### src/rtl/cfg_serial_pkg.sv
package cfg_serial_pkg;

   localparam int unsigned CFG_WORD_W  = 11;
   localparam int unsigned CFG_ADDR_W  = 3;
   localparam int unsigned CFG_WORDS   = 7;
   localparam int unsigned CFG_SYNC_N  = 2;

   // Power-up contents of each configuration word.
   function automatic logic [CFG_WORD_W-1:0] cfg_reset_value(input int unsigned idx);
      logic [CFG_WORD_W-1:0] v;
      case (idx)
         0:       v = 11'h04F;
         1:       v = 11'h003;
         2:       v = 11'h006;
         3:       v = 11'h013;
         4:       v = 11'h5DC;
         5:       v = 11'h5C1;
         6:       v = 11'h047;
         default: v = '0;
      endcase
      return v;
   endfunction

endpackage

### src/rtl/cfg_serial_sync.sv
module cfg_serial_sync #(
   parameter int unsigned   W       = 3,
   parameter int unsigned   STAGES  = 2,
   parameter logic [W-1:0]  RST_VAL = '0
) (
   input  logic         clk,
   input  logic         rst_n,
   input  logic [W-1:0] d,
   output logic [W-1:0] q
);

   logic [W-1:0] chain [STAGES];

   always_ff @(posedge clk or negedge rst_n) begin
      if (!rst_n) begin
         for (int i = 0; i < int'(STAGES); i++) chain[i] <= RST_VAL;
      end else begin
         chain[0] <= d;
         for (int i = 1; i < int'(STAGES); i++) chain[i] <= chain[i-1];
      end
   end

   assign q = chain[STAGES-1];

endmodule

### src/rtl/cfg_serial_frame.sv
module cfg_serial_frame #(
   parameter int unsigned DATA_W = 11,
   parameter int unsigned ADDR_W = 3
) (
   input  logic              clk,
   input  logic              rst_n,
   input  logic              sclk_s,
   input  logic              sel_n_s,
   input  logic              din_s,
   input  logic [DATA_W-1:0] rd_data,
   output logic              wr_en,
   output logic [ADDR_W-1:0] cmd_addr,
   output logic [DATA_W-1:0] cmd_data,
   output logic              ser_dout,
   output logic              ser_doe
);

   localparam int unsigned FW = 1 + ADDR_W + DATA_W;

   logic          sclk_q;
   logic          rise;
   logic          commit;
   logic          armed;
   logic          rd_active;
   logic [FW-1:0] sr;

   assign rise     = sclk_s & ~sclk_q;
   assign commit   = rise & sel_n_s & armed;
   assign cmd_addr = sr[ADDR_W:1];
   assign cmd_data = sr[FW-1:ADDR_W+1];
   assign wr_en    = commit & ~rd_active & ~sr[0];

   always_ff @(posedge clk or negedge rst_n) begin
      if (!rst_n) begin
         sclk_q    <= 1'b0;
         sr        <= '0;
         armed     <= 1'b0;
         rd_active <= 1'b0;
      end else begin
         sclk_q <= sclk_s;
         if (rise && !sel_n_s) begin
            // LSB-first frame: newest bit enters at the top.
            sr    <= {din_s, sr[FW-1:1]};
            armed <= 1'b1;
         end else if (commit) begin
            armed <= 1'b0;
            if (rd_active) begin
               rd_active <= 1'b0;
            end else if (sr[0]) begin
               sr        <= {1'b0, rd_data, sr[ADDR_W:1]};
               rd_active <= 1'b1;
            end
         end
      end
   end

   assign ser_doe  = rd_active;
   assign ser_dout = rd_active & sr[0];

endmodule

### src/rtl/cfg_serial_regs.sv
module cfg_serial_regs
   import cfg_serial_pkg::*;
#(
   parameter int unsigned DATA_W   = 11,
   parameter int unsigned ADDR_W   = 3,
   parameter int unsigned NUM_REGS = 7
) (
   input  logic                       clk,
   input  logic                       rst_n,
   input  logic                       wr_en,
   input  logic [ADDR_W-1:0]          wr_addr,
   input  logic [DATA_W-1:0]          wr_data,
   input  logic [ADDR_W-1:0]          rd_addr,
   output logic [DATA_W-1:0]          rd_data,
   output logic [NUM_REGS*DATA_W-1:0] cfg_flat
);

   logic [DATA_W-1:0] word [NUM_REGS];

   for (genvar g = 0; g < int'(NUM_REGS); g++) begin : g_word
      localparam logic [DATA_W-1:0] RST = DATA_W'(cfg_reset_value(g));

      always_ff @(posedge clk or negedge rst_n) begin
         if (!rst_n) begin
            word[g] <= RST;
         end else if (wr_en && (wr_addr == ADDR_W'(g))) begin
            word[g] <= wr_data;
         end
      end

      assign cfg_flat[g*DATA_W +: DATA_W] = word[g];
   end

   // Unmapped addresses read as zero.
   always_comb begin
      rd_data = '0;
      for (int i = 0; i < int'(NUM_REGS); i++) begin
         if (rd_addr == ADDR_W'(i)) rd_data = word[i];
      end
   end

endmodule

### src/rtl/cfg_serial_port.sv
module cfg_serial_port
   import cfg_serial_pkg::*;
#(
   parameter int unsigned DATA_W      = CFG_WORD_W,
   parameter int unsigned ADDR_W      = CFG_ADDR_W,
   parameter int unsigned NUM_REGS    = CFG_WORDS,
   parameter int unsigned SYNC_STAGES = CFG_SYNC_N
) (
   input  logic                       clk,
   input  logic                       rst_n,
   input  logic                       ser_clk,
   input  logic                       ser_sel_n,
   input  logic                       ser_din,
   output logic                       ser_dout,
   output logic                       ser_doe,
   output logic [NUM_REGS*DATA_W-1:0] cfg_flat
);

   if (NUM_REGS > (1 << ADDR_W)) begin : g_bad_regs
      $error("NUM_REGS exceeds the address space");
   end
   if (SYNC_STAGES < 2) begin : g_bad_sync
      $error("SYNC_STAGES must be at least 2");
   end
   if (DATA_W < CFG_WORD_W) begin : g_bad_width
      $error("DATA_W too narrow for the reset values");
   end

   logic [2:0]        raw_in;
   logic [2:0]        sync_out;
   logic              sclk_s;
   logic              sel_n_s;
   logic              din_s;
   logic              wr_en;
   logic [ADDR_W-1:0] cmd_addr;
   logic [DATA_W-1:0] cmd_data;
   logic [DATA_W-1:0] rd_data;

   assign raw_in = {ser_din, ser_sel_n, ser_clk};

   cfg_serial_sync #(
      .W       (3),
      .STAGES  (SYNC_STAGES),
      .RST_VAL (3'b010)
   ) u_sync (
      .clk   (clk),
      .rst_n (rst_n),
      .d     (raw_in),
      .q     (sync_out)
   );

   assign sclk_s  = sync_out[0];
   assign sel_n_s = sync_out[1];
   assign din_s   = sync_out[2];

   cfg_serial_frame #(
      .DATA_W (DATA_W),
      .ADDR_W (ADDR_W)
   ) u_frame (
      .clk      (clk),
      .rst_n    (rst_n),
      .sclk_s   (sclk_s),
      .sel_n_s  (sel_n_s),
      .din_s    (din_s),
      .rd_data  (rd_data),
      .wr_en    (wr_en),
      .cmd_addr (cmd_addr),
      .cmd_data (cmd_data),
      .ser_dout (ser_dout),
      .ser_doe  (ser_doe)
   );

   cfg_serial_regs #(
      .DATA_W   (DATA_W),
      .ADDR_W   (ADDR_W),
      .NUM_REGS (NUM_REGS)
   ) u_regs (
      .clk      (clk),
      .rst_n    (rst_n),
      .wr_en    (wr_en),
      .wr_addr  (cmd_addr),
      .wr_data  (cmd_data),
      .rd_addr  (cmd_addr),
      .rd_data  (rd_data),
      .cfg_flat (cfg_flat)
   );

endmodule

### config.mk
export PLATFORM = sky130hd
export DESIGN_NAME = cfg_serial_port
export DESIGN_NICKNAME = d
export VERILOG_FILES = /design/src/rtl/cfg_serial_pkg.sv /design/src/rtl/cfg_serial_sync.sv /design/src/rtl/cfg_serial_frame.sv /design/src/rtl/cfg_serial_regs.sv /design/src/rtl/cfg_serial_port.sv
export SDC_FILE = /design/constraint.sdc
export NUM_CORES = 1
export LEC_CHECK = 0
export ABC_CLOCK_PERIOD_IN_PS = 4900
export BUFFER_PORTS_ARGS = -buffer_cell sky130_fd_sc_hd__buf_2
export CORE_MARGIN = 5
export CORE_UTILIZATION = 53
export CTS_CLUSTER_DIAMETER = 60
export CTS_CLUSTER_SIZE = 8
export DETAILED_ROUTE_END_ITERATION = 10
export PLACE_DENSITY = 0.81
export SLEW_MARGIN = 0
export SYNTH_ARGS = -nofsm -noshare
export SYNTH_HDL_FRONTEND = slang
export SYNTH_SLANG_ARGS = --single-unit
### constraint.sdc
create_clock -name clk -period 4.9 [get_ports clk]
set_input_delay 0.98 -clock clk [delete_from_list [all_inputs] [get_ports clk]]
set_output_delay 0.98 -clock clk [all_outputs]
set_load 0.01 [all_outputs]
==> impl_metrics.tcl <==
set metrics [dict create \
    status "finished clean" \
    worst_pin_slew_ps 1060 \
    cts.htree.levels 3 \
    finalWorstPathRequiredPeriod_ps 2950 \
    postLayoutCoreUtil_pct 61.2 \
    synth_compound_area_share_pct 11.0 \
    via_per_inst 5.88 \
    synth_xor_area_share_pct 0 \
    synth_top_area_share_pct 38.0 \
    cts_hold_buf 0 \
    cp_top_family "simple AND/OR/NAND/NOR gates" \
    maxSlewHeadroom_pct 29.1 \
    fmax_ghz 0.339 \
    post-route-period-util_pct 60.3 \
    yosysUniqueCellTypes 41 \
    drv_slew 0 \
    worstPathCellList "inv_1 > nor4_4 > mux2_2" \
    root_buffer "clkbuf_8" \
    cts_made_buffers 9 \
    syn-instance-count 351 \
    clk_latency_ps 360 \
    power.total_w 0.00164 \
    dieWidth_microns 104 \
    required_ps 5140 \
    yosys-top-cells-area "dfrtp_1, mux2_2, dfstp_2, mux2_4, o21ai_0" \
    dpl_cell_area_sq_um 5100 \
    synth_top_cell_by_area "dfrtp_1" \
    design_area_sq_um 5310 \
    synth_top_family_by_area "multiplexers" \
    post_cts_buffers 0 \
    cts_tree "done" \
    track_usage_pct 20.9 \
    ios 84 \
    synthSimpleGateAreaFrac_pct 8.19 \
    fin_nets 428 \
    ys_ff_latch 101 \
    setup_viol 0 \
    layout_commonest_cell "buf_2" \
    ir_worst_vdd_v 0.000144 \
    num_rows 34 \
    port_buffers 83 \
    ys.warnings.count 0 \
    drv_cap 0 \
    powerDensity_nw_per_um2 309 \
    cts.sinks 101 \
    setup_tns_ps 0 \
    grt_pass1_vias 3377 \
    critPathKind "flop to flop" \
    die_height_microns 104 \
    critPathArrivalTime_ps 3200 \
    hold_class "flop to flop" \
    yosysSeqAreaShare_pct 54.9 \
    worst_setup_path_start_kind "flop" \
    syn2layout_area_growth_pct 13.6 \
    cp_slowest_stage_delay_ps 960 \
    cp_num_buf_inv 1 \
    place_congestion 0.821 \
    clk_path_buf_depth 2 \
    antenna_found_initial 0 \
    diodes 0 \
    cp_max_fo 25 \
    power_leakage_nw 2.58 \
    synth.area.mux_share_pct 22.5 \
    critPathCaptureType "flop" \
    syn-cell-area_sq_um 4680 \
    synth_fp_nets 356 \
    timing.final.ws_setup_ps 1950 \
    drt-initial-drc-count 159 \
    finClkSkew_ps 14.2 \
    place_ws_ps 1970 \
    ctsResizeCount 0 \
    synthAdderAreaFrac_pct 0 \
    hold_violations 0 \
    hpwl_microns 7310 \
    wl_microns 11000 \
    rsz0062_at_grt "false" \
    fp.dieArea_sq_um 10800 \
    fill_cells 738 \
    syn_area_per_cell_sq_um 13.3 \
    grt_pass1_wl_microns 18100 \
    vias 3150 \
    crit_slowest_cell "nor4_4" \
    grt_start_max_net_pins 64 \
    globalRouteOverflowTotal 0 \
    layout_common_cells "buf_2, mux2_2, dfrtp_1" \
    core-area_sq_um 8680 \
    dr.pass1.iters 4 \
    drc 0 \
    clk_pin_slew_ps 100 \
    postRouteAntennaNets 0 \
    drive_gt1_share_pct 51.4 \
    route.detailed.wl_per_inst_microns 20.5 \
    initial_core_util_pct 53.9 \
]
==> layout make-up <==
type / instances / area, sq um / share of cell area, %
Inverter: 2 / 7.51 / 0.141
Clock inverter: 6 / 88.8 / 1.67
Tap cell: 108 / 135 / 2.54
Clock buffer: 10 / 128 / 2.40
Multi-Input combinational cell: 223 / 1950 / 36.7
Sequential cell: 101 / 2560 / 48.3
Timing Repair Buffer: 86 / 440 / 8.29
==> worst paths after layout <==
check | from | endpoint | slack (ps) | depth (start not counted)
min in group asynchronous | rst_n | u_sync.chain[3]$_DFF_PN0_ | 690 | 1
worst max-delay path | u_frame.sr[3]$_DFFE_PN0P_ | u_regs.cfg_flat[44]$_DFFE_PN0P_ | 1950 | 3
worst min register to register | u_sync.chain[3]$_DFF_PN0_ | u_sync.q[0]$_DFF_PN0_ | 350 | 0
max in group asynchronous | rst_n | u_regs.cfg_flat[67]$_DFFE_PN1P_ | 3200 | 2
worst min-delay path | u_sync.chain[3]$_DFF_PN0_ | u_sync.q[0]$_DFF_PN0_ | 350 | 0
worst max register to register | u_frame.sr[3]$_DFFE_PN0P_ | u_regs.cfg_flat[44]$_DFFE_PN0P_ | 1950 | 3
==> through the flow <==
step	instances	hold slack, ps
2_1_floorplan	351	331
3_3_place_gp	520	335
3_5_place_dp	520	337
4_1_cts	536	357
5_1_grt	536	365
6_report	536	354
==> cell usage after synthesis <==
library cell	count
a211oi_1	10
a21boi_0	1
a21o_1	1
a21o_2	1
a21oi_1	5
a22o_1	1
a22oi_1	11
a311oi_1	1
a32o_1	6
a32oi_1	4
and2_1	3
and3_1	1
and3b_1	2
buf_12	1
buf_2	14
buf_4	3
buf_6	2
clkbuf_1	4
clkbuf_2	1
dfrtp_1	71
dfstp_2	30
inv_1	2
mux2_2	72
mux2_4	10
mux2i_1	9
nand2_1	9
nand2b_1	6
nand3_1	3
nand3b_1	8
nand3b_4	1
nor2_1	13
nor2b_1	5
nor3_1	3
nor3b_4	1
nor4_4	2
o211a_1	2
o21ai_0	19
o22ai_1	2
o31ai_1	9
or2_2	1
or3_4	1
==> routing by layer <==
layer,wire [microns],vias to the layer above,track usage [%]
met3,735,24,3.79
li1,-,1436,-
met2,5290,112,32.6
met1,4690,1578,28.5
met5,0,-,0
met4,285,0,9.53
==> sequential cells by signal, indices dropped and copies added (netlist names) <==
name             count
u_sync.chain         3
u_frame.armed        1
u_frame.sclk_q       1
u_sync.q             3
u_frame.ser_doe      1
u_frame.sr          15
u_regs.cfg_flat     77
==> power by group <==
group	internal, W	switching, W
logic	0.0000641	0.0000695
clock network	0.000288	0.000283
registers	0.000875	0.0000645
total	0.00123	0.000416
==> cells by family after synthesis <==
logic type,count (synthesis)
buffers and inverters,27
flip-flops,101
AO/OA/AOI/OAI,73
AND/OR/NAND/NOR,59
multiplexers,91
Power figures use the tool's default switching activity.
